### src/rtl/ibrk_pkg.sv
package ibrk_pkg;
    localparam int NCH = 2;

    localparam logic [1:0] OFS_ADDR_A = 2'd0;
    localparam logic [1:0] OFS_ADDR_B = 2'd1;
    localparam logic [1:0] OFS_CTRL   = 2'd2;
    localparam logic [1:0] OFS_STAT   = 2'd3;

    localparam int CB_EN_A   = 0;
    localparam int CB_POST_A = 1;
    localparam int CB_EN_B   = 2;
    localparam int CB_POST_B = 3;
    localparam int CB_SEQ    = 4;

    typedef enum logic [0:0] {
        SQ_WAIT_A = 1'b0,
        SQ_WAIT_B = 1'b1
    } seq_state_e;

    typedef struct packed {
        logic en;
        logic post;
    } chan_cfg_t;
endpackage

### src/rtl/ibrk_chan_cmp.sv
module ibrk_chan_cmp
    import ibrk_pkg::*;
#(
    parameter int AW = 32
) (
    input  logic          exec_valid,
    input  logic [AW-1:0] exec_addr,
    input  logic          exec_rte_slot,
    input  logic [AW-1:0] ref_addr,
    input  chan_cfg_t     cfg,
    output logic          hit
);
    localparam logic [AW-1:0] CMP_MASK = {{(AW-1){1'b1}}, 1'b0};

    logic addr_eq;
    logic ref_ok;
    logic rte_block;

    always_comb begin
        addr_eq   = ((exec_addr ^ ref_addr) & CMP_MASK) == '0;
        ref_ok    = ~ref_addr[0];
        rte_block = exec_rte_slot & ~cfg.post;
        hit       = exec_valid & cfg.en & ref_ok & addr_eq & ~rte_block;
    end
endmodule

### src/rtl/ibrk_regs.sv
module ibrk_regs
    import ibrk_pkg::*;
#(
    parameter int AW = 32,
    parameter int DW = 32
) (
    input  logic                    clk,
    input  logic                    rst_n,
    input  logic                    reg_we,
    input  logic [1:0]              reg_addr,
    input  logic [DW-1:0]           reg_wdata,
    output logic [DW-1:0]           reg_rdata,
    input  logic [NCH-1:0]          set_flag,
    output logic [NCH-1:0][AW-1:0]  addr_q,
    output chan_cfg_t [NCH-1:0]     cfg_q,
    output logic                    seq_mode,
    output logic [NCH-1:0]          flag_q
);
    logic wr_stat;

    always_comb wr_stat = reg_we && (reg_addr == OFS_STAT);

    always_ff @(posedge clk or negedge rst_n) begin
        if (!rst_n) begin
            addr_q   <= '0;
            cfg_q    <= '0;
            seq_mode <= 1'b0;
        end else if (reg_we) begin
            unique case (reg_addr)
                OFS_ADDR_A: addr_q[0] <= reg_wdata[AW-1:0];
                OFS_ADDR_B: addr_q[1] <= reg_wdata[AW-1:0];
                OFS_CTRL: begin
                    cfg_q[0].en   <= reg_wdata[CB_EN_A];
                    cfg_q[0].post <= reg_wdata[CB_POST_A];
                    cfg_q[1].en   <= reg_wdata[CB_EN_B];
                    cfg_q[1].post <= reg_wdata[CB_POST_B];
                    seq_mode      <= reg_wdata[CB_SEQ];
                end
                default: ;
            endcase
        end
    end

    always_ff @(posedge clk or negedge rst_n) begin
        if (!rst_n) flag_q <= '0;
        else        flag_q <= (wr_stat ? (flag_q & reg_wdata[NCH-1:0]) : flag_q) | set_flag;
    end

    always_comb begin
        reg_rdata = '0;
        unique case (reg_addr)
            OFS_ADDR_A: reg_rdata[AW-1:0] = addr_q[0];
            OFS_ADDR_B: reg_rdata[AW-1:0] = addr_q[1];
            OFS_CTRL: begin
                reg_rdata[CB_EN_A]   = cfg_q[0].en;
                reg_rdata[CB_POST_A] = cfg_q[0].post;
                reg_rdata[CB_EN_B]   = cfg_q[1].en;
                reg_rdata[CB_POST_B] = cfg_q[1].post;
                reg_rdata[CB_SEQ]    = seq_mode;
            end
            OFS_STAT: reg_rdata[NCH-1:0] = flag_q;
            default: ;
        endcase
    end
endmodule

### src/rtl/ibrk_seq_fsm.sv
module ibrk_seq_fsm
    import ibrk_pkg::*;
(
    input  logic                clk,
    input  logic                rst_n,
    input  logic                seq_mode,
    input  logic [NCH-1:0]      hit,
    input  chan_cfg_t [NCH-1:0] cfg,
    input  logic                exec_in_slot,
    input  logic                cpu_bl,
    output logic [NCH-1:0]      set_flag,
    output logic                brk_req,
    output logic                brk_post,
    output logic                brk_to_branch
);
    seq_state_e state_q, state_d;
    logic       fire;
    logic       post_sel;
    logic       take;

    always_comb begin
        state_d  = state_q;
        fire     = 1'b0;
        post_sel = 1'b1;
        set_flag = '0;
        if (!seq_mode) begin
            state_d  = SQ_WAIT_A;
            set_flag = hit;
            fire     = |hit;
            post_sel = ~((hit[0] & ~cfg[0].post) | (hit[1] & ~cfg[1].post));
        end else begin
            unique case (state_q)
                SQ_WAIT_A: begin
                    if (hit[0]) state_d = SQ_WAIT_B;
                end
                SQ_WAIT_B: begin
                    if (hit[1]) begin
                        set_flag[1] = 1'b1;
                        fire        = 1'b1;
                        post_sel    = cfg[1].post;
                        state_d     = SQ_WAIT_A;
                    end
                end
            endcase
        end
        take = fire & ~cpu_bl;
    end

    always_ff @(posedge clk or negedge rst_n) begin
        if (!rst_n) state_q <= SQ_WAIT_A;
        else        state_q <= state_d;
    end

    always_ff @(posedge clk or negedge rst_n) begin
        if (!rst_n) begin
            brk_req       <= 1'b0;
            brk_post      <= 1'b0;
            brk_to_branch <= 1'b0;
        end else begin
            brk_req       <= take;
            brk_post      <= take & post_sel;
            brk_to_branch <= take & ~post_sel & exec_in_slot;
        end
    end
endmodule

### src/rtl/ibrk_unit.sv
module ibrk_unit
    import ibrk_pkg::*;
#(
    parameter int AW = 32,
    parameter int DW = 32
) (
    input  logic          clk,
    input  logic          rst_n,
    input  logic          exec_valid,
    input  logic [AW-1:0] exec_addr,
    input  logic          exec_in_slot,
    input  logic          exec_rte_slot,
    input  logic          cpu_bl,
    input  logic          reg_we,
    input  logic [1:0]    reg_addr,
    input  logic [DW-1:0] reg_wdata,
    output logic [DW-1:0] reg_rdata,
    output logic          brk_req,
    output logic          brk_post,
    output logic          brk_to_branch,
    output logic          flag_a,
    output logic          flag_b
);
    logic [NCH-1:0][AW-1:0] addr_q;
    chan_cfg_t [NCH-1:0]    cfg_q;
    logic                   seq_mode;
    logic [NCH-1:0]         flag_q;
    logic [NCH-1:0]         hit;
    logic [NCH-1:0]         set_flag;

    ibrk_regs #(.AW(AW), .DW(DW)) u_regs (
        .clk       (clk),
        .rst_n     (rst_n),
        .reg_we    (reg_we),
        .reg_addr  (reg_addr),
        .reg_wdata (reg_wdata),
        .reg_rdata (reg_rdata),
        .set_flag  (set_flag),
        .addr_q    (addr_q),
        .cfg_q     (cfg_q),
        .seq_mode  (seq_mode),
        .flag_q    (flag_q)
    );

    for (genvar g = 0; g < NCH; g++) begin : g_chan
        ibrk_chan_cmp #(.AW(AW)) u_cmp (
            .exec_valid    (exec_valid),
            .exec_addr     (exec_addr),
            .exec_rte_slot (exec_rte_slot),
            .ref_addr      (addr_q[g]),
            .cfg           (cfg_q[g]),
            .hit           (hit[g])
        );
    end

    ibrk_seq_fsm u_fsm (
        .clk           (clk),
        .rst_n         (rst_n),
        .seq_mode      (seq_mode),
        .hit           (hit),
        .cfg           (cfg_q),
        .exec_in_slot  (exec_in_slot),
        .cpu_bl        (cpu_bl),
        .set_flag      (set_flag),
        .brk_req       (brk_req),
        .brk_post      (brk_post),
        .brk_to_branch (brk_to_branch)
    );

    assign flag_a = flag_q[0];
    assign flag_b = flag_q[1];
endmodule

### config.mk
export PLATFORM = sky130hd
export DESIGN_NAME = ibrk_unit
export DESIGN_NICKNAME = d
export VERILOG_FILES = /design/src/rtl/ibrk_pkg.sv /design/src/rtl/ibrk_chan_cmp.sv /design/src/rtl/ibrk_regs.sv /design/src/rtl/ibrk_seq_fsm.sv /design/src/rtl/ibrk_unit.sv
export SDC_FILE = /design/constraint.sdc
export NUM_CORES = 1
export LEC_CHECK = 0
export BUFFER_PORTS_ARGS = -buffer_cell sky130_fd_sc_hd__buf_2
export CAP_MARGIN = 20
export CORE_ASPECT_RATIO = 0.7
export CORE_MARGIN = 3
export CORE_UTILIZATION = 57
export DETAILED_ROUTE_END_ITERATION = 10
export PLACE_DENSITY = 0.85
export SLEW_MARGIN = 40
export SYNTH_ARGS = -nofsm -noshare
export SYNTH_HDL_FRONTEND = slang
export SYNTH_SLANG_ARGS = --single-unit
### constraint.sdc
create_clock -name clk -period 2.85 [get_ports clk]
set_clock_uncertainty 0.1 [all_clocks]
set_input_delay 0.1425 -clock clk [delete_from_list [all_inputs] [get_ports clk]]
set_output_delay 0.1425 -clock clk [all_outputs]
set_load 0.05 [all_outputs]
==> impl_summary.txt, run 1 <==
----------------------------------------------------
[Clocking]
  Master cell of the clock root buffer ... sky130_fd_sc_hd__clkbuf_8
  Clock insertion delay at the later pin of the skew report ... 350 ps
  Number of sinks on the clock net ... 75
  CTS tree ... done
  Clock Pin Slew Worst Setup and Hold Paths ... 70 ps
  Post-CTS setup-driven buffer insertion count ... 0
  Clock Path Buffers ... 2
  H-tree depth reported by CTS ... 3
  Number of buffers inserted during clock tree synthesis ... 9

[Route]
  Per-cell routed wire length ... 18.86 um
  Count of antenna-violating nets left after detailed routing ... 0
  Detailed router's first-iteration violation count ... 235
  Number of remaining DRC errors ... 0
  Total number of vias ... 3260
  Vias per inst ... 5.544
  Final wirelength ... 11090 um
  First-pass DRT Iterations ... 4

[Timing]
  Slew of the pin with the lowest slew margin ... 794.8 ps
  Max frequency ... 482.1 MHz
  Setup repair after global routing missed its margin ... no
  Minimum period implied by the final worst setup slack ... 2074 ps
  Setup violations, final ... 0
  Final count of hold timing violations ... 0
  Final period utilization ... 72.78%
  Max-slew violation count ... 0
  Setup TNS ... 0 ps
  Worst rel slew slack ... 47.02%

[Pwr]
  Clock network fraction of total power ... 30.6%
  Max rail drop VDD ... 0.0005575 V
  Net switching power figure ... 0.001173 W
  Internal Pwr Total ... 0.002433 W
  Comb pwr share ... 29.6%
  Power density of the placed cells ... 662.7 nW/um^2
  Sequential group share of total power ... 39.8%
  Total power ... 0.003605 W
  Leakage power ... 2.517 nW
  Net switching fraction of the power ... 32.52%

[GRT]
  Global-route wire length before repair ... 17860 um
  Number of global-route vias before repair ... 3455
  Total grt overflow ... 0
  Initial antenna violation count ... 0
  Maximum number of pins on one net before global-route repair ... 43
  Global router's overall resource usage ... 28.22%

[Logic synthesis]
  Avg Synthesized Cell Area ... 12.11 um^2
  Synth Flop Type ... sky130_fd_sc_hd__dfrtp_1
  Synth warn ... 0
  Number of standard cells after synthesis ... 343
  Part of the Yosys area used for sequential elements ... 45.17%
  Async S/R FF share, synth ... 100.0%
  Number of register bits inferred by synthesis ... 75
  Post-synth EDFFs ... 0
  Netlist cell types ... 40
  Nets in the synthesized netlist ... 416
  Mapped Area ... 4155 um^2

[Setup path]
  Number of buffers and inverters on the critical path ... 0
  Slowest stage cell, crit path ... sky130_fd_sc_hd__dfrtp_1
  Critical path arrival ... 2270 ps
  Setup crit end kind ... flop
  Maximum net fanout on the critical path ... 4
  CP Launch Type ... flop
  Reg-to-Reg End ... u_fsm.brk_to_branch
  Reg-to-reg slack, setup ... 780 ps
  Path depth of the worst reg2reg path ... 6
  Type of the worst setup path ... reg2reg
  Family with the most delay on the worst path ... simple AND/OR/NAND/NOR gates
  Required time at the worst-slack endpoint ... 3040 ps
  Highest cell delay on the worst timing path ... 400 ps
  Launch instance of the worst register-to-register path ... u_regs.addr_q[40]
  Ordered list of cells on the worst path ... xnor2_1 > nand4_1 > nor4_4 > nand4_2 > o22ai_2 > and3b_1

[Finish]
  Proportion of layout cells with a drive suffix above 1 ... 40.89%
  Non-filler instance count after layout ... 588
  # fillers ... 424
  Final nets ... 562
  Number of diodes ... 0
  Total area of multi-input combinational cells ... 2190 um^2
  Register Area ... 1877 um^2
  Synth-to-layout area growth ... 30.92%

[Place]
  Placed cells ... 537
  Buffers on Ports ... 108
  Placer's final routability congestion estimate ... 0.8742
  Hpwl dp ... 8049 um

[Die]
  Area of the die ... 8367 um^2
  Core region area ... 6913 um^2
  Initial Util ... 60.11%
  Die Span Y ... 77.44 um
  # IOs ... 110
  Number of placement rows ... 25
  Width of the chip ... 108.1 um

[Hold path]
  Hold-critical path depth ... 4
  Type of the worst min-delay path ... in2reg
  Launch instance of the worst min-delay path ... reg_we
  Worst-case hold path end point ... u_regs.flag_q[1]

[Status]
  Outcome ... finished, final reports clean

[Run]
  Max_cap viols ... 0

----------------------------------------------------
## power groups by stage
stage / Sequential (W) / Combinational [W] / Clock (W)
floorplan: 0.00140 / 0.000745 / 0
global placement: 0.00143 / 0.000998 / 0
detailed placement: 0.00145 / 0.00102 / 0
CTS: 0.00143 / 0.00106 / 0.00111
global route: 0.00146 / 0.00114 / 0.00117
finish: 0.00143 / 0.00107 / 0.00110
## metal layers
| metal | vias up | GRT usage [%] | routed length (um) |
|---|---|---|---|
| met5 | - | 0 | 0 |
| met4 | 0 | 6.936 | 181 |
| met3 | 16 | 7.648 | 796 |
| met2 | 139 | 44.67 | 5121 |
| met1 | 1604 | 38.84 | 4993 |
| li1 | 1501 | - | - |
## cells by family (layout without fill, tap and decap cells)
group | after synthesis | after routing | share of synthesized area, %
and+or+nand+nor | 74 | 74 | 11.11
DFF | 75 | 75 | 45.17
xor gates and xnor gates | 56 | 56 | 11.80
muxes | 100 | 100 | 26.74
AOI/OAI and AO/OA | 16 | 16 | 2.891
buffers and inverters | 22 | 173 | 2.288
## layout by cell type (no fill, tap or decap), types with 9 or more instances in the layout
master,instances
sky130_fd_sc_hd__clkbuf_8,11
sky130_fd_sc_hd__xnor2_1,54
sky130_fd_sc_hd__dfrtp_1,75
sky130_fd_sc_hd__mux2i_1,30
sky130_fd_sc_hd__dlygate4sd3_1,35
sky130_fd_sc_hd__nand2_1,9
sky130_fd_sc_hd__buf_2,107
sky130_fd_sc_hd__mux2_2,60
sky130_fd_sc_hd__nand4_1,12
sky130_fd_sc_hd__nor2_1,28
## cell type report
| cell class | instances | area share [%] |
|---|---|---|
| clock buffer | 12 | 2.852 |
| multi-input combinational | 246 | 40.25 |
| inverter | 8 | 0.5520 |
| timing repair buffer | 149 | 17.48 |
| tap | 94 | 2.162 |
| clock inverter | 4 | 2.208 |
| sequential | 75 | 34.50 |
## state kept, by name (all words and copies together), names as in the netlist
| register | count |
|---|---|
| u_regs.addr_q | 64 |
| u_regs.cfg_q | 4 |
| u_regs.flag_q | 2 |
| u_fsm.brk_post | 1 |
| u_fsm.brk_req | 1 |
| u_fsm.brk_to_branch | 1 |
| u_fsm.state_q | 1 |
| u_regs.seq_mode | 1 |
## timing repair
item                      4_1_cts  5_1_grt
hold endpoints to repair      107        0
resized for setup               0        0
hold buffers                   35        0
## cells in the mapped netlist, types with 2 or more instances
library cell               count  share of area, %
sky130_fd_sc_hd__buf_2        10               1.2
sky130_fd_sc_hd__clkbuf_1      3              0.27
sky130_fd_sc_hd__dfrtp_1      75                45
sky130_fd_sc_hd__inv_1         8              0.72
sky130_fd_sc_hd__mux2_1        8               2.2
sky130_fd_sc_hd__mux2_2       60                16
sky130_fd_sc_hd__mux2i_1      30               7.2
sky130_fd_sc_hd__mux4_2        2               1.1
sky130_fd_sc_hd__nand2_1       9              0.81
sky130_fd_sc_hd__nand2b_1      5              0.75
sky130_fd_sc_hd__nand3_1       3              0.36
sky130_fd_sc_hd__nand3b_1      3              0.54
sky130_fd_sc_hd__nand4_1      12               1.8
sky130_fd_sc_hd__nor2_1       28               2.5
sky130_fd_sc_hd__nor4_4        2               1.0
sky130_fd_sc_hd__o21ai_0       6              0.72
sky130_fd_sc_hd__o221ai_1      2              0.42
sky130_fd_sc_hd__xnor2_1      54                11
sky130_fd_sc_hd__xor2_1        2              0.42
## per-stage QoR
stage / hold slack (ps) / util (%) / setup WS, ps / cell area [um^2]
final: 79.59 / 78.70 / 775.6 / 5440
after global routing: 112.5 / 78.70 / 631.2 / 5440
after CTS: 72.77 / 78.66 / 805.5 / 5438
after detailed placement: 164.1 / 69.61 / 816.7 / 4812
after global placement: 153.2 / 69.61 / 876.5 / 4812
after floorplan: -253.1 / - / 894.9 / 4155
## how the worst max path moves through the flow
stage,start,to,slack (ps),cells after the start
floorplan,reg_addr[0],reg_rdata[2],890,3
finish,u_regs.addr_q[40],u_fsm.brk_to_branch,780,6
detailed placement,u_regs.addr_q[40],u_fsm.brk_to_branch,820,6
global route,u_regs.addr_q[44],u_fsm.brk_to_branch,630,6
global placement,u_regs.addr_q[44],u_fsm.brk_to_branch,880,6
CTS,u_regs.addr_q[40],u_fsm.brk_to_branch,810,6
## worst min-delay path: cells and delay by family
kind                   cells  cell delay (ps)
buffers and inverters      1              120
AO/OA/AOI/OAI              1               80
AND/OR/NAND/NOR            2              150
No activity file was read; power rests on OpenSTA's default activity.
==> run 2: changes to the inputs <==
--- a/config.mk
+++ b/config.mk
@@ -9,9 +9,9 @@
 export CAP_MARGIN = 20
 export CORE_ASPECT_RATIO = 0.7
 export CORE_MARGIN = 3
-export CORE_UTILIZATION = 57
+export CORE_UTILIZATION = 48
 export DETAILED_ROUTE_END_ITERATION = 10
-export PLACE_DENSITY = 0.85
+export PLACE_DENSITY = 0.77
 export SLEW_MARGIN = 40
 export SYNTH_ARGS = -nofsm -noshare
 export SYNTH_HDL_FRONTEND = slang
==> constraint.sdc (replaced) <==
create_clock -name clk -period 1.83 [get_ports clk]
set_clock_uncertainty 0.1 [all_clocks]
set_input_delay 0.0915 -clock clk [delete_from_list [all_inputs] [get_ports clk]]
set_output_delay 0.0915 -clock clk [all_outputs]
set_load 0.05 [all_outputs]
==> impl_summary.txt, run 2 (same netlist as run 1, synthesis figures left out) <==
----------------------------------------------------
[Die]
  Number of placement rows ... 27 (was 25)
  Core region area ... 8142 um^2 (was 6913 um^2)
  Initial Util ... 51.04% (was 60.11%)
  Area of the die ... 9827 um^2 (was 8367 um^2)
  Die Span Y ... 83.85 um (was 77.44 um)
  Width of the chip ... 117.2 um (was 108.1 um)
  # IOs ... 110 (unchanged)

[Pwr]
  Net switching power figure ... 0.001968 W (was 0.001173 W)
  Max rail drop VDD ... 0.0005666 V (was 0.0005575 V)
  Net switching fraction of the power ... 31.77% (was 32.52%)
  Comb pwr share ... 30.6% (was 29.6%)
  Sequential group share of total power ... 36.2% (was 39.8%)
  Power density of the placed cells ... 1041 nW/um^2 (was 662.7 nW/um^2)
  Total power ... 0.006195 W (was 0.003605 W)
  Clock network fraction of total power ... 33.2% (was 30.6%)
  Leakage power ... 2.802 nW (was 2.517 nW)
  Internal Pwr Total ... 0.004227 W (was 0.002433 W)

[Clocking]
  Number of buffers inserted during clock tree synthesis ... 9 (unchanged)
  CTS tree ... done (unchanged)
  Master cell of the clock root buffer ... sky130_fd_sc_hd__clkbuf_16 (was sky130_fd_sc_hd__clkbuf_8)
  Number of sinks on the clock net ... 75 (unchanged)
  Clock insertion delay at the later pin of the skew report ... 330 ps (was 350 ps)
  Clock Path Buffers ... 2 (unchanged)
  H-tree depth reported by CTS ... 3 (unchanged)
  Clock Pin Slew Worst Setup and Hold Paths ... 60 ps (was 70 ps)

[GRT]
  Maximum number of pins on one net before global-route repair ... 31 (was 43)
  GR Layer Usage met1 ... 36.16% (was 38.84%)
  Global-route wire length before repair ... 18910 um (was 17860 um)
  Met2 global-route usage ... 37.83% (was 44.67%)
  Met3 track utilization from global routing ... 5.797% (was 7.648%)
  Number of global-route vias before repair ... 3671 (was 3455)
  Total grt overflow ... 0 (unchanged)
  Initial antenna violation count ... 0 (unchanged)
  GRT busiest layer ... met2 (unchanged)
  Global router's overall resource usage ... 25.13% (was 28.22%)

[Finish]
  Largest register FFs ... 64 (unchanged)
  Synth-to-layout area growth ... 43.15% (was 30.92%)
  Most common library cell in the layout ignoring fill and taps ... sky130_fd_sc_hd__buf_2 (unchanged)
  Registers with the highest flip-flop counts ... u_regs.addr_q x64, u_regs.cfg_q x4, u_regs.flag_q x2 (unchanged)
  Commonest non-fill, non-tap cells in the layout ... sky130_fd_sc_hd__buf_2, sky130_fd_sc_hd__dfrtp_1, sky130_fd_sc_hd__mux2_2 (unchanged)
  Final nets ... 588 (was 562)
  Fin util ... 73.06% (was 78.70%)
  Proportion of layout cells with a drive suffix above 1 ... 47.98% (was 40.89%)
  Non-filler instance count after layout ... 635 (was 588)
  Number of diodes ... 0 (unchanged)
  Register bank with the most flops ... u_regs.addr_q (unchanged)

[Status]
  Outcome ... finished with violations (was finished, final reports clean)
  Failing checks ... setup timing

[Setup path]
  Setup crit end kind ... flop (unchanged)
  CP Launch Type ... flop (unchanged)
  Ordered list of cells on the worst path ... xnor2_1 > nand4_1 > nor4_4 > nand4_4 > o22ai_2 > and3b_1 (was xnor2_1 > nand4_1 > nor4_4 > nand4_2 > o22ai_2 > and3b_1)
  Maximum net fanout on the critical path ... 4 (unchanged)
  Type of the worst setup path ... reg2reg (unchanged)
  Highest cell delay on the worst timing path ... 400 ps (about the same)
  Critical path arrival ... 2080 ps (was 2270 ps)
  Slowest stage cell, crit path ... sky130_fd_sc_hd__dfrtp_1 (unchanged)
  Required time at the worst-slack endpoint ... 2000 ps (was 3040 ps)

[Route]
  Total number of vias ... 3369 (was 3260)
  Detailed router's first-iteration violation count ... 176 (was 235)
  Count of antenna-violating nets left after detailed routing ... 0 (unchanged)
  First-pass DRT Iterations ... 4 (unchanged)
  Number of remaining DRC errors ... 0 (unchanged)
  Vias per inst ... 5.306 (was 5.544)
  Final wirelength ... 11920 um (was 11090 um)
  Per-cell routed wire length ... 18.77 um (was 18.86 um)

[Timing]
  Slew of the pin with the lowest slew margin ... 574.3 ps (was 794.8 ps)
  Final count of hold timing violations ... 0 (unchanged)
  Max-slew violation count ... 0 (unchanged)
  Setup violations, final ... 2 (was 0)
  Worst setup slack after layout ... -84.88 ps (was 775.6 ps)
  Worst rel slew slack ... 61.71% (was 47.02%)
  Minimum period implied by the final worst setup slack ... 1915 ps (was 2074 ps)
  Setup repair after global routing missed its margin ... yes (was no)
  Worst hold-check slack ... 64.74 ps (was 79.59 ps)
  Max frequency ... 522.2 MHz (was 482.1 MHz)
  Final period utilization ... 104.6% (was 72.78%)

[Place]
  Hpwl dp ... 8742 um (was 8049 um)
  Pre-CTS setup slack ... -160.6 ps (was 816.7 ps)
  Placed cells ... 579 (was 537)
  Placer's final routability congestion estimate ... 0.9082 (was 0.8742)
  Buffers on Ports ... 108 (unchanged)

[Run]
  Max_cap viols ... 0 (unchanged)

[Hold path]
  Type of the worst min-delay path ... in2reg (unchanged)

----------------------------------------------------
-- run 2: changes by cell type in the layout (fill, tap and decap cells not counted), sizes merged --
cell / delta
bufinv: -1
clkbuf: -1
clkinvlp: +1
buf: +26
-- run 2: per-layer routing --
layer	part of all wire (%)	vias up
met5	0	-
met4	1.4	0
met3	7.4	15
met2	46	133
met1	45	1661
li1	-	1560
-- run 2: area by class of cell --
| cell class | instances | area, um^2 |
|---|---|---|
| clock inverter | 4 | 97.59 |
| multi-input combinational | 246 | 2365 |
| tap | 116 | 145.1 |
| timing repair buffer | 175 | 1181 |
| clock buffer | 11 | 252.7 |
| sequential | 75 | 1877 |
| inverter | 8 | 30.03 |
| fill | 526 | 2193 |
-- run 2: what timing repair did --
item,4_1_cts,5_1_grt
endpoints found under the setup margin,4,5
buffers inserted,4,3
gates resized for setup,10,14
endpoints found under the hold margin,95,0
pin swaps,13,8
hold buffers,35,0
-- run 2: worst paths after layout --
| kind | from | slack (ps) | cells past startpoint | to |
|---|---|---|---|---|
| setup reg to reg | u_regs.addr_q[16] | -80 | 6 | u_fsm.brk_to_branch |
| hold reg to reg | u_regs.addr_q[30] | 440 | 1 | u_regs.addr_q[30] |
| max in group asynchronous | rst_n | 870 | 3 | u_regs.addr_q[40] |
| hold / removal | reg_we | 60 | 4 | u_regs.flag_q[0] |
| min in group asynchronous | rst_n | 190 | 2 | u_regs.addr_q[47] |
| setup / recovery | u_regs.addr_q[16] | -80 | 6 | u_fsm.brk_to_branch |
-- run 2: power by group through the flow --
stage                     sequential (W)  clock (W)  combinational, W
after floorplan                  0.00218          0           0.00116
after global placement           0.00221          0           0.00169
after detailed placement         0.00224          0           0.00172
after CTS                        0.00223    0.00209           0.00184
after global routing             0.00229    0.00215           0.00202
final                            0.00224    0.00206           0.00189
-- run 2: per-stage QoR --
stage,TNS (ps),cell area [um^2]
final,-117.4,5948
after global routing,-317.1,5948
after CTS,-38.00,5833
after detailed placement,-369.5,5027
after global placement,-95.13,5027
after floorplan,-69.44,4155
-- run 2: worst max-delay path: cells and delay by family, from the launching register on --
family	cells	cell delay, ps
AOI/OAI and AO/OA	1	210
xor gates and xnor gates	1	190
DFF	1	400
and+or+nand+nor	4	950
==> run 3: changes to the inputs <==
--- a/config.mk
+++ b/config.mk
@@ -15,4 +15,5 @@
 export SLEW_MARGIN = 40
 export SYNTH_ARGS = -nofsm -noshare
 export SYNTH_HDL_FRONTEND = slang
+export SYNTH_HIERARCHICAL = 1
 export SYNTH_SLANG_ARGS = --single-unit
==> impl_summary.txt, run 3 <==
----------------------------------------------------
[Status]
  Outcome ... finished with violations (unchanged)
  Failing checks ... setup timing (unchanged)

[Timing]
  Worst setup slack after layout ... -358.9 ps (was -84.88 ps)
  Setup repair after global routing missed its margin ... yes (unchanged)
  Final period utilization ... 119.6% (was 104.6%)
  Max-slew violation count ... 0 (unchanged)
  Setup TNS ... -1398 ps (was -117.4 ps)
  Final count of hold timing violations ... 0 (unchanged)
  Slew of the pin with the lowest slew margin ... 558.3 ps (was 574.3 ps)
  Worst rel slew slack ... 62.78% (was 61.71%)
  Worst hold-check slack ... 43.11 ps (was 64.74 ps)
  Max frequency ... 456.8 MHz (was 522.2 MHz)
  Minimum period implied by the final worst setup slack ... 2189 ps (was 1915 ps)
  Setup violations, final ... 6 (was 2)

[Finish]
  Registers with the highest flip-flop counts ... u_regs/addr_q x64, u_regs/cfg_q x4, u_regs/flag_q x2 (was u_regs.addr_q x64, u_regs.cfg_q x4, u_regs.flag_q x2)
  Register bank with the most flops ... u_regs/addr_q (was u_regs.addr_q)
  Proportion of layout cells with a drive suffix above 1 ... 49.06% (was 47.98%)
  Commonest non-fill, non-tap cells in the layout ... sky130_fd_sc_hd__buf_2, sky130_fd_sc_hd__dfrtp_1, sky130_fd_sc_hd__mux2_2 (unchanged)
  Synth-to-layout area growth ... 41.54% (was 43.15%)
  Final nets ... 600 (was 588)
  Number of diodes ... 0 (unchanged)
  Most common library cell in the layout ignoring fill and taps ... sky130_fd_sc_hd__buf_2 (unchanged)
  Non-filler instance count after layout ... 633 (was 635)
  Fin util ... 72.04% (was 73.06%)
  Largest register FFs ... 64 (unchanged)

[Pwr]
  Sequential group share of total power ... 37.9% (was 36.2%)
  Net switching power figure ... 0.001868 W (was 0.001968 W)
  Net switching fraction of the power ... 32.23% (was 31.77%)
  Leakage power ... 2.835 nW (was 2.802 nW)
  Power density of the placed cells ... 992.0 nW/um^2 (was 1041 nW/um^2)
  Clock network fraction of total power ... 30.1% (was 33.2%)
  Max rail drop VDD ... 0.0006987 V (was 0.0005666 V)
  Internal Pwr Total ... 0.003926 W (was 0.004227 W)
  Comb pwr share ... 31.9% (was 30.6%)

[Setup path]
  Launch instance of the worst register-to-register path ... u_regs/addr_q[34] (was u_regs.addr_q[16])
  Reg-to-reg slack, setup ... -360 ps (was -80 ps)
  Required time at the worst-slack endpoint ... 2000 ps (about the same)
  CP Launch Type ... flop (unchanged)
  Reg-to-Reg End ... u_fsm/brk_to_branch (was u_fsm.brk_to_branch)
  Setup crit end kind ... flop (unchanged)
  Type of the worst setup path ... reg2reg (unchanged)
  Path depth of the worst reg2reg path ... 8 (was 6)
  Critical path arrival ... 2360 ps (was 2080 ps)
  Maximum net fanout on the critical path ... 4 (unchanged)

[GRT]
  Total grt overflow ... 0 (unchanged)
  Initial antenna violation count ... 0 (unchanged)
  Global-route wire length before repair ... 16880 um (was 18910 um)
  Global router's overall resource usage ... 22.09% (was 25.13%)
  Number of global-route vias before repair ... 3465 (was 3671)
  Maximum number of pins on one net before global-route repair ... 42 (was 31)

[Clocking]
  Number of buffers inserted during clock tree synthesis ... 9 (unchanged)
  Clock insertion delay at the later pin of the skew report ... 330 ps (about the same)
  CTS tree ... done (unchanged)
  Number of sinks on the clock net ... 75 (unchanged)
  H-tree depth reported by CTS ... 3 (unchanged)
  Master cell of the clock root buffer ... sky130_fd_sc_hd__clkbuf_16 (unchanged)
  Clock Path Buffers ... 2 (unchanged)
  Clock Pin Slew Worst Setup and Hold Paths ... 60 ps (about the same)

[Logic synthesis]
  Netlist cell types ... 35 (was 40)
  Post-synth EDFFs ... 0 (unchanged)
  Most common library cells after synthesis ... sky130_fd_sc_hd__dfrtp_1, sky130_fd_sc_hd__mux2_2, sky130_fd_sc_hd__xor2_1 (was sky130_fd_sc_hd__dfrtp_1, sky130_fd_sc_hd__mux2_2, sky130_fd_sc_hd__xnor2_1)
  Count leader, synth ... sky130_fd_sc_hd__dfrtp_1 (unchanged)
  Largest area contributor in the netlist ... sky130_fd_sc_hd__dfrtp_1 (unchanged)
  Async S/R FF share, synth ... 100.0% (unchanged)
  Top-area cell type share of the netlist area ... 45.48% (was 45.17%)
  Avg Synthesized Cell Area ... 12.43 um^2 (was 12.11 um^2)
  Number of register bits inferred by synthesis ... 75 (unchanged)
  Synth Flop Type ... sky130_fd_sc_hd__dfrtp_1 (unchanged)
  Nets in the synthesized netlist ... 405 (was 416)
  Cell types with the largest area share after synthesis ... sky130_fd_sc_hd__dfrtp_1, sky130_fd_sc_hd__mux2_2, sky130_fd_sc_hd__xor2_1, sky130_fd_sc_hd__mux2i_1, sky130_fd_sc_hd__nor2_1 (was sky130_fd_sc_hd__dfrtp_1, sky130_fd_sc_hd__mux2_2, sky130_fd_sc_hd__xnor2_1, sky130_fd_sc_hd__mux2i_1, sky130_fd_sc_hd__nor2_1)
  Mapped Area ... 4126 um^2 (was 4155 um^2)
  Number of standard cells after synthesis ... 332 (was 343)
  Synth warn ... 6 (was 0)
  Part of the Yosys area used for sequential elements ... 45.48% (was 45.17%)

[Route]
  Detailed router's first-iteration violation count ... 139 (was 176)
  Number of remaining DRC errors ... 0 (unchanged)
  First-pass DRT Iterations ... 4 (unchanged)
  Per-cell routed wire length ... 16.59 um (was 18.77 um)
  Total number of vias ... 3275 (was 3369)
  Final wirelength ... 10500 um (was 11920 um)
  Count of antenna-violating nets left after detailed routing ... 0 (unchanged)
  Vias per inst ... 5.174 (was 5.306)

[Die]
  Width of the chip ... 116.8 um (was 117.2 um)
  # IOs ... 110 (unchanged)
  Area of the die ... 9763 um^2 (was 9827 um^2)
  Initial Util ... 50.90% (was 51.04%)
  Number of placement rows ... 27 (unchanged)
  Die Span Y ... 83.58 um (was 83.85 um)
  Core region area ... 8108 um^2 (was 8142 um^2)

[Hold path]
  Type of the worst min-delay path ... in2reg (unchanged)
  Worst-case hold path end point ... u_regs/flag_q[0] (was u_regs.flag_q[0])
  Launch instance of the worst min-delay path ... reg_we (unchanged)
  Hold-critical path depth ... 3 (was 4)

[Place]
  Buffers on Ports ... 108 (unchanged)
  Placed cells ... 581 (was 579)
  Placer's final routability congestion estimate ... 0.8512 (was 0.9082)
  Hpwl dp ... 7703 um (was 8742 um)

[Run]
  Max_cap viols ... 0 (unchanged)

----------------------------------------------------
run 3: cell families (layout without fill, tap and decap cells):
kind of cell | after synthesis | in the layout | synth area share, %
flip-flops | 75 | 75 | 45.48
XOR/XNOR | 62 | 62 | 13.16
multiplexers | 101 | 101 | 27.20
buffers and inverters | 17 | 217 | 3.032
AND/OR/NAND/NOR | 64 | 64 | 8.733
AO/OA/AOI/OAI | 13 | 13 | 2.396
run 3: layout make-up:
type                    instances  area [um^2]
inverters                       3        11.26
repair buffers                198         1323
flip-flops and latches         75         1877
well taps                     101        126.4
multi-input cells             240         2208
fillers                       589         2267
clock buffers                  11        242.7
clock inverters                 5        52.55
run 3: how the worst max path moves through the flow:
stage / depth (start not counted) / start / slack [ps] / to
floorplan: 7 / u_regs/addr_q[35] / 40 / u_fsm/brk_to_branch
global placement: 8 / u_regs/addr_q[51] / -510 / u_fsm/brk_to_branch
detailed placement: 8 / u_regs/addr_q[51] / -620 / u_fsm/brk_to_branch
CTS: 8 / u_regs/addr_q[34] / -340 / u_fsm/brk_to_branch
global route: 8 / u_regs/addr_q[34] / -460 / u_fsm/brk_to_branch
finish: 8 / u_regs/addr_q[34] / -360 / u_fsm/brk_to_branch
run 3: stage by stage:
step	power (W)	instance area, um^2	worst slack [ps]
after global routing	0.006086	5841	-459.9
after detailed placement	0.003963	5100	-622.6
after CTS	0.005801	5789	-338.2
after global placement	0.003903	5100	-514.8
after floorplan	0.003268	4126	38.29
final	0.005794	5841	-358.9
run 3: metal layers:
metal | routed length, um | global-route usage (%) | vias to the layer above | share of wire (%)
met4 | 101 | 4.896 | 0 | 0.96
li1 | - | - | 1563 | -
met5 | 0 | 0 | - | 0
met2 | 5088 | 35.83 | 103 | 48
met1 | 4776 | 29.23 | 1595 | 45
met3 | 532 | 6.522 | 14 | 5.1
run 3: power by group through the flow:
| stage | clock (W) | sequential [W] | combinational, W |
|---|---|---|---|
| after floorplan | 0 | 0.00218 | 0.00108 |
| after CTS | 0.00177 | 0.00219 | 0.00184 |
| after detailed placement | 0 | 0.00221 | 0.00175 |
| after global placement | 0 | 0.00220 | 0.00171 |
| final | 0.00175 | 0.00220 | 0.00185 |
| after global routing | 0.00186 | 0.00224 | 0.00199 |
run 3: what timing repair did:
action / in CTS / in global routing
setup buffers: 1 / 0
pin swaps: 7 / 3
endpoints found under the hold margin: 106 / 0
hold buffers: 35 / 0
gates resized for setup: 6 / 9
endpoints found under the setup margin: 6 / 6
run 3: worst max-delay path, stage by stage (launching register included):
cell and delay [ps]:
sky130_fd_sc_hd__dfrtp_1 400, sky130_fd_sc_hd__xor2_2 170, sky130_fd_sc_hd__nor4_4 400, sky130_fd_sc_hd__buf_4 170
sky130_fd_sc_hd__nand4_1 150, sky130_fd_sc_hd__nor3_4 220, sky130_fd_sc_hd__inv_2 100, sky130_fd_sc_hd__o31ai_4 210
sky130_fd_sc_hd__and4_1 210
